**src/rtl/irq_pkg.sv**
```systemverilog
package irq_pkg;
   localparam int unsigned IRQ_SRC_N   = 9;
   localparam int unsigned IRQ_WORD_W  = 16;
   localparam int unsigned IRQ_SYNC_N  = 2;

   // Fixed bit positions of the status word.
   localparam int unsigned BIT_FILL_HALF  = 0;
   localparam int unsigned BIT_FILL_3Q    = 1;
   localparam int unsigned BIT_TMR_FIRST  = 2;
   localparam int unsigned BIT_TMR_COUNT  = 3;
   localparam int unsigned BIT_EXT_FIRST  = 5;
   localparam int unsigned BIT_EXT_COUNT  = 4;
endpackage

```
**src/rtl/irq_sync.sv**
```systemverilog
module irq_sync #(
   parameter int unsigned WIDTH  = 9,
   parameter int unsigned STAGES = 2
) (
   input  logic             clk,
   input  logic             rst_n,
   input  logic [WIDTH-1:0] d_in,
   output logic [WIDTH-1:0] d_out
);
   logic [WIDTH-1:0] stg_q [STAGES];

   generate
      if (STAGES < 2) begin : g_bad_depth
         $error("irq_sync: at least two stages required");
      end
      for (genvar s = 0; s < STAGES; s++) begin : g_stage
         if (s == 0) begin : g_first
            always_ff @(posedge clk or negedge rst_n) begin
               if (!rst_n) stg_q[0] <= '0;
               else        stg_q[0] <= d_in;
            end
         end else begin : g_next
            always_ff @(posedge clk or negedge rst_n) begin
               if (!rst_n) stg_q[s] <= '0;
               else        stg_q[s] <= stg_q[s-1];
            end
         end
      end
   endgenerate

   assign d_out = stg_q[STAGES-1];
endmodule

```
**src/rtl/irq_edge_det.sv**
```systemverilog
module irq_edge_det #(
   parameter int unsigned WIDTH = 9
) (
   input  logic             clk,
   input  logic             rst_n,
   input  logic [WIDTH-1:0] lvl,
   output logic [WIDTH-1:0] rise
);
   logic [WIDTH-1:0] prev_q;

   always_ff @(posedge clk or negedge rst_n) begin
      if (!rst_n) prev_q <= '0;
      else        prev_q <= lvl;
   end

   generate
      for (genvar i = 0; i < WIDTH; i++) begin : g_bit
         assign rise[i] = lvl[i] & ~prev_q[i];
      end
   endgenerate
endmodule

```
**src/rtl/irq_status_reg.sv**
```systemverilog
module irq_status_reg #(
   parameter int unsigned NSRC   = 9,
   parameter int unsigned WORD_W = 16
) (
   input  logic              clk,
   input  logic              rst_n,
   input  logic [NSRC-1:0]   rise,
   input  logic              en_wr,
   input  logic [WORD_W-1:0] en_wdata,
   input  logic              st_rd,
   output logic [WORD_W-1:0] st_word,
   output logic              any_set
);
   localparam int unsigned PAD_W = WORD_W - NSRC;

   logic [NSRC-1:0] en_q;
   logic [NSRC-1:0] stat_q;
   logic [NSRC-1:0] stat_keep;
   logic [NSRC-1:0] stat_d;

   always_ff @(posedge clk or negedge rst_n) begin
      if (!rst_n)     en_q <= '0;
      else if (en_wr) en_q <= en_wdata[NSRC-1:0];
   end

   always_comb begin
      stat_keep = st_rd ? '0 : stat_q;
      stat_d    = stat_keep | (rise & en_q);
   end

   always_ff @(posedge clk or negedge rst_n) begin
      if (!rst_n) stat_q <= '0;
      else        stat_q <= stat_d;
   end

   generate
      if (PAD_W > 0) begin : g_pad
         assign st_word = {{PAD_W{1'b0}}, stat_q};
      end else begin : g_nopad
         assign st_word = stat_q;
      end
   endgenerate

   assign any_set = |stat_q;
endmodule

```
**src/rtl/irq_aggregator.sv**
```systemverilog
module irq_aggregator
   import irq_pkg::*;
#(
   parameter int unsigned NUM_SRC     = IRQ_SRC_N,
   parameter int unsigned WORD_W      = IRQ_WORD_W,
   parameter int unsigned SYNC_STAGES = IRQ_SYNC_N
) (
   input  logic               clk,
   input  logic               rst_n,
   input  logic [NUM_SRC-1:0] src_lvl,
   input  logic               en_wr,
   input  logic [WORD_W-1:0]  en_wdata,
   input  logic               st_rd,
   output logic [WORD_W-1:0]  st_rdata,
   output logic               irq
);
   generate
      if (NUM_SRC > WORD_W) begin : g_bad_width
         $error("irq_aggregator: more sources than status bits");
      end
      if (NUM_SRC == 0) begin : g_bad_count
         $error("irq_aggregator: no sources");
      end
   endgenerate

   logic [NUM_SRC-1:0] lvl_sync;
   logic [NUM_SRC-1:0] lvl_rise;

   irq_sync #(.WIDTH(NUM_SRC), .STAGES(SYNC_STAGES)) u_sync (
      .clk   (clk),
      .rst_n (rst_n),
      .d_in  (src_lvl),
      .d_out (lvl_sync)
   );

   irq_edge_det #(.WIDTH(NUM_SRC)) u_edge (
      .clk   (clk),
      .rst_n (rst_n),
      .lvl   (lvl_sync),
      .rise  (lvl_rise)
   );

   irq_status_reg #(.NSRC(NUM_SRC), .WORD_W(WORD_W)) u_stat (
      .clk      (clk),
      .rst_n    (rst_n),
      .rise     (lvl_rise),
      .en_wr    (en_wr),
      .en_wdata (en_wdata),
      .st_rd    (st_rd),
      .st_word  (st_rdata),
      .any_set  (irq)
   );
endmodule

```
**config.mk**
```make
export PLATFORM = sky130hd
export DESIGN_NAME = irq_aggregator
export DESIGN_NICKNAME = d
export VERILOG_FILES = /design/src/rtl/irq_pkg.sv /design/src/rtl/irq_sync.sv /design/src/rtl/irq_edge_det.sv /design/src/rtl/irq_status_reg.sv /design/src/rtl/irq_aggregator.sv
export SDC_FILE = /design/constraint.sdc
export NUM_CORES = 1
export LEC_CHECK = 0
export ABC_AREA = 1
export CORE_MARGIN = 1
export CORE_UTILIZATION = 46
export DETAILED_ROUTE_END_ITERATION = 16
export PLACE_DENSITY = 0.86
export SYNTH_ARGS = -nofsm -noshare
export SYNTH_HDL_FRONTEND = slang
export SYNTH_HIERARCHICAL = 1
export SYNTH_SLANG_ARGS = --single-unit
```
**constraint.sdc**
```tcl
create_clock -name clk -period 1 [get_ports clk]
set_input_delay 0.2 -clock clk [delete_from_list [all_inputs] [get_ports clk]]
set_output_delay 0.2 -clock clk [all_outputs]
set_load 0.05 [all_outputs]
```
== Word level (Yosys, flattened, before mapping) ==
Cells that the tools add are included.
Storage, ports and cells
  word-level logic and storage cells: 27
  register bits: 45
Operators by class
  mux-type cells: 1
  reduce and logical (&&, ||, !) cells: 1
  bitwise operators: 20
Operators by type and width (number)
  AND 1 bit: 9
  AND 9 bit: 1
  two-way mux 9 bit: 1
  NOT 1 bit: 9
  bitwise OR 9 bit: 1
  OR reduction 9 bit: 1

== Longest topological paths before layout ==
  word-level depth: 4
  gate-level depth with buffers: 5
  mapped depth without buffers: 4

== Modules after synthesis ==
Netlist, hierarchy kept.
Modules (own cells, without submodules)
  irq_status_reg: times used 1, area an instance 785.8 um2, sequential area each 450.4 um2, cells an instance 89
  irq_sync: times used 1, area an instance 518.0 um2, sequential area each 450.4 um2, cells an instance 27
  irq_edge_det: times used 1, area an instance 315.3 um2, sequential area each 225.2 um2, cells an instance 27

== Least setup slack after synthesis ==
Ideal clock, no wire load.
  kind: reg2out
  start: register u_stat.stat_q[2]
  end: output port irq
  path buffers: 0
  arrival: 1.155 ns
  cell stages (with the launch flop): 5
  required time: 0.800 ns
  slack: -0.355 ns
  cell sequence: dfrtp_1 > nor2_1 > nand2_1 > nor2_1 > nand2_1
Between the ends
  longest elaborated chain between the ends: 1
RTL lines
  start, declared: RTL line irq_status_reg.sv:17  | logic [NSRC-1:0] stat_q;
  start signal, assigned: RTL line irq_status_reg.sv:33  | else stat_q <= stat_d;
  OR reduction 9 bit: RTL line irq_status_reg.sv:44  | assign any_set = |stat_q;
  end, declared: RTL line irq_aggregator.sv:15  | output logic irq
Every way passes these cells.

== Worst setup path after layout ==
  start: register u_stat.stat_q[4]
  end: output port irq
The elaborated chain is that of the path after synthesis.

==> results.cfg <==
[status]
status = complete, but fails checks
violations = setup timing

[grt]
track_usage = 0.155
grt-ovfl-total = 0
grt_pass1_wl_um = 4080
grt_pass1_vias = 1008
antenna_found_initial = 0
grt_max_degree = 46

[yosys]
syn_inst = 143
yosysSeqAreaShare = 0.696
synth_cell_types = 12
netlist_area_mm2 = 0.00162
yosysWarnings = 6
avgSynthCellArea_um2 = 11.3
ys_seq_elements = 45

[power_and_ir_drop]
power_mw = 3.57
powerDensity_mw_per_mm2 = 1610
peakVddDrop_v = 0.000944
leakage_nw = 1.05

[die]
ios = 46
start_util = 0.481
core_area_mm2 = 0.00336
die_area_mm2 = 0.00376
placementRows = 21
die_h_um = 61.3
die_w_um = 61.3

[layout]
layout-drive-gt1-share = 0.301
antennaDiodeCount = 0
nets = 215
area_growth_pct = 37.2

[clock_network]
cts_tree = built
root_buffer = clkbuf_4
clk_latency_ns = 0.34
clockBufferDepth = 2
cts_sinks = 45
cts-buffers-inserted = 5
htreeDepth = 2
clk_pin_slew_worst_paths_ns = 0.11

[worst_setup_path]
crit_fanout = 2
cp_slowest_cell = dfrtp_2
critical_path_class = reg2out
cp.depth = 5
slowest_delay_ns = 0.42
critPathTopFamily = flip-flops
cp-start-kind = flop
crit_buf_inv = 1
endpoint_kind = primary output
reg2reg_depth = 4
cp.required_ns = 0.80
arrival_ns = 1.24
path_cells = nor2_1 > nand2_1 > nor2_2 > nand2_2 > buf_6

[worst_hold_path]
hold_path_depth = 1
hp-class = in2reg

[timing]
setup_viol = 10
min_period_over_period = 1.44
fin_crit_ns = 1.44
setup_ws_ns = -0.436
hold_viol = 0
finalSetupTns_ns = -2.84
fmax_mhz = 696
report.final.slew_viol_count = 0
rsz0062_at_grt = true
finClkSkew_ns = 0.00619

[detailed_routing]
via_count = 990
wl_per_cell_um = 10.5
ant_nets = 0
drt_iter0_markers = 33
drc_errors = 0
totalWireLength_um = 2440
viasPerCell = 4.27
drt_first_pass_iters = 2

[flow_run]
maxCapViolCount = 0

[place]
dp.final_hpwl_um = 1740
place.gp.congestion = 0.714
portBuffers = 31
[cell usage in the layout (no fill, tap or decap)]
cell	Yosys	routed
clkbuf_1	0	1
inv_1	27	27
clkbuf_4	0	5
o21ai_2	1	1
nor3_2	0	1
nand2_2	0	1
dfrtp_1	45	36
dfrtp_2	0	9
buf_4	16	5
buf_12	0	11
clkbuf_8	0	1
o21ai_1	3	3
o21ai_0	14	14
conb_1	1	7
dlygate4sd3_1	0	1
nand2_1	21	20
buf_6	2	10
buf_2	0	1
nor2_2	9	11
nor2_1	3	1
clkdlybuf4s50_1	0	20
[cells by family (layout without fill, tap and decap cells)]
| family | after synthesis | count (layout) | share of synthesized area |
|---|---|---|---|
| flops | 45 | 45 | 0.696 |
| buf+inv | 45 | 82 | 0.151 |
| simple gates | 34 | 34 | 0.0935 |
| compound gates | 18 | 18 | 0.0580 |
| other cells | 1 | 7 | 0.00232 |
[where the power goes]
group          internal, mW  leakage, nW  switching [mW]
Clock                 0.332       0.0314           0.503
Combinational         0.353        0.492           0.381
Sequential             1.94        0.530          0.0622
Total                  2.63         1.05           0.946
[state kept, by name, indices dropped and copies added, names as in the netlist]
name / count
u_stat/en_q: 9
u_edge/prev_q: 9
u_sync/stg_q: 9
u_sync/d_out: 9
u_stat/stat_q: 9
[cells in the mapped netlist (all sizes together)]
cell / instances / area share
inv: 27 / 0.063
nor2: 12 / 0.042
conb: 1 / 0.0023
dfrtp: 45 / 0.70
nand2: 21 / 0.049
buf: 18 / 0.088
o21ai: 18 / 0.058
nor3: 1 / 0.0031
[area by class of cell]
cell class,instances,area (um2)
sequential,45,1140
clock buffer,7,55.1
tap,46,57.6
fill,283,1140
timing repair buffer,48,586
inverter,27,101
multi-input combinational,59,284
[per-stage QoR]
| step | utilization | instance area [um2] | hold WS (ns) | std cells | worst slack [ns] |
|---|---|---|---|---|---|
| after detailed placement | 0.620 | 2090 | 0.192 | 221 | -0.119 |
| after floorplan | - | 1660 | -0.0956 | 149 | -0.167 |
| final | 0.660 | 2220 | 0.279 | 232 | -0.436 |
| after CTS | 0.653 | 2200 | 0.263 | 230 | -0.458 |
| after global placement | 0.620 | 2090 | 0.191 | 221 | -0.0899 |
| after global routing | 0.660 | 2220 | 0.251 | 232 | -0.512 |
[per-layer routing]
metal / part of all wire / GRT usage
met1: 0.42 / 0.176
met2: 0.51 / 0.253
met3: 0.052 / 0.0525
met4: 0.018 / 0.0942
met5: 0 / 0
[path summary, 6_finish.rpt]
| check | end | startpoint | slack [ns] |
|---|---|---|---|
| hold / removal | u_sync/stg_q[15]$_DFF_PN0_ | src_lvl[6] | 0.28 |
| min in group asynchronous | u_edge/prev_q[5]$_DFF_PN0_ | rst_n | 0.34 |
| setup / recovery | irq | u_stat/stat_q[4]$_DFF_PN0_ | -0.44 |
| max in group asynchronous | u_stat/stat_q[2]$_DFF_PN0_ | rst_n | 0.44 |
| setup reg to reg | u_stat/stat_q[4]$_DFF_PN0_ | u_stat/stat_q[4]$_DFF_PN0_ | 0.12 |
| hold reg to reg | u_sync/d_out[4]$_DFF_PN0_ | u_sync/stg_q[13]$_DFF_PN0_ | 0.36 |
[timing repair]
| action | CTS | global route |
|---|---|---|
| pin swaps | 0 | 0 |
| cloned | 0 | 0 |
| setup endpoints to repair | 10 | 10 |
| hold buffers | 1 | 0 |
| endpoints found under the hold margin | 45 | 0 |
| gates resized for setup | 10 | 6 |
| setup buffers | 1 | 5 |
(Power assumes the default switching activity.)
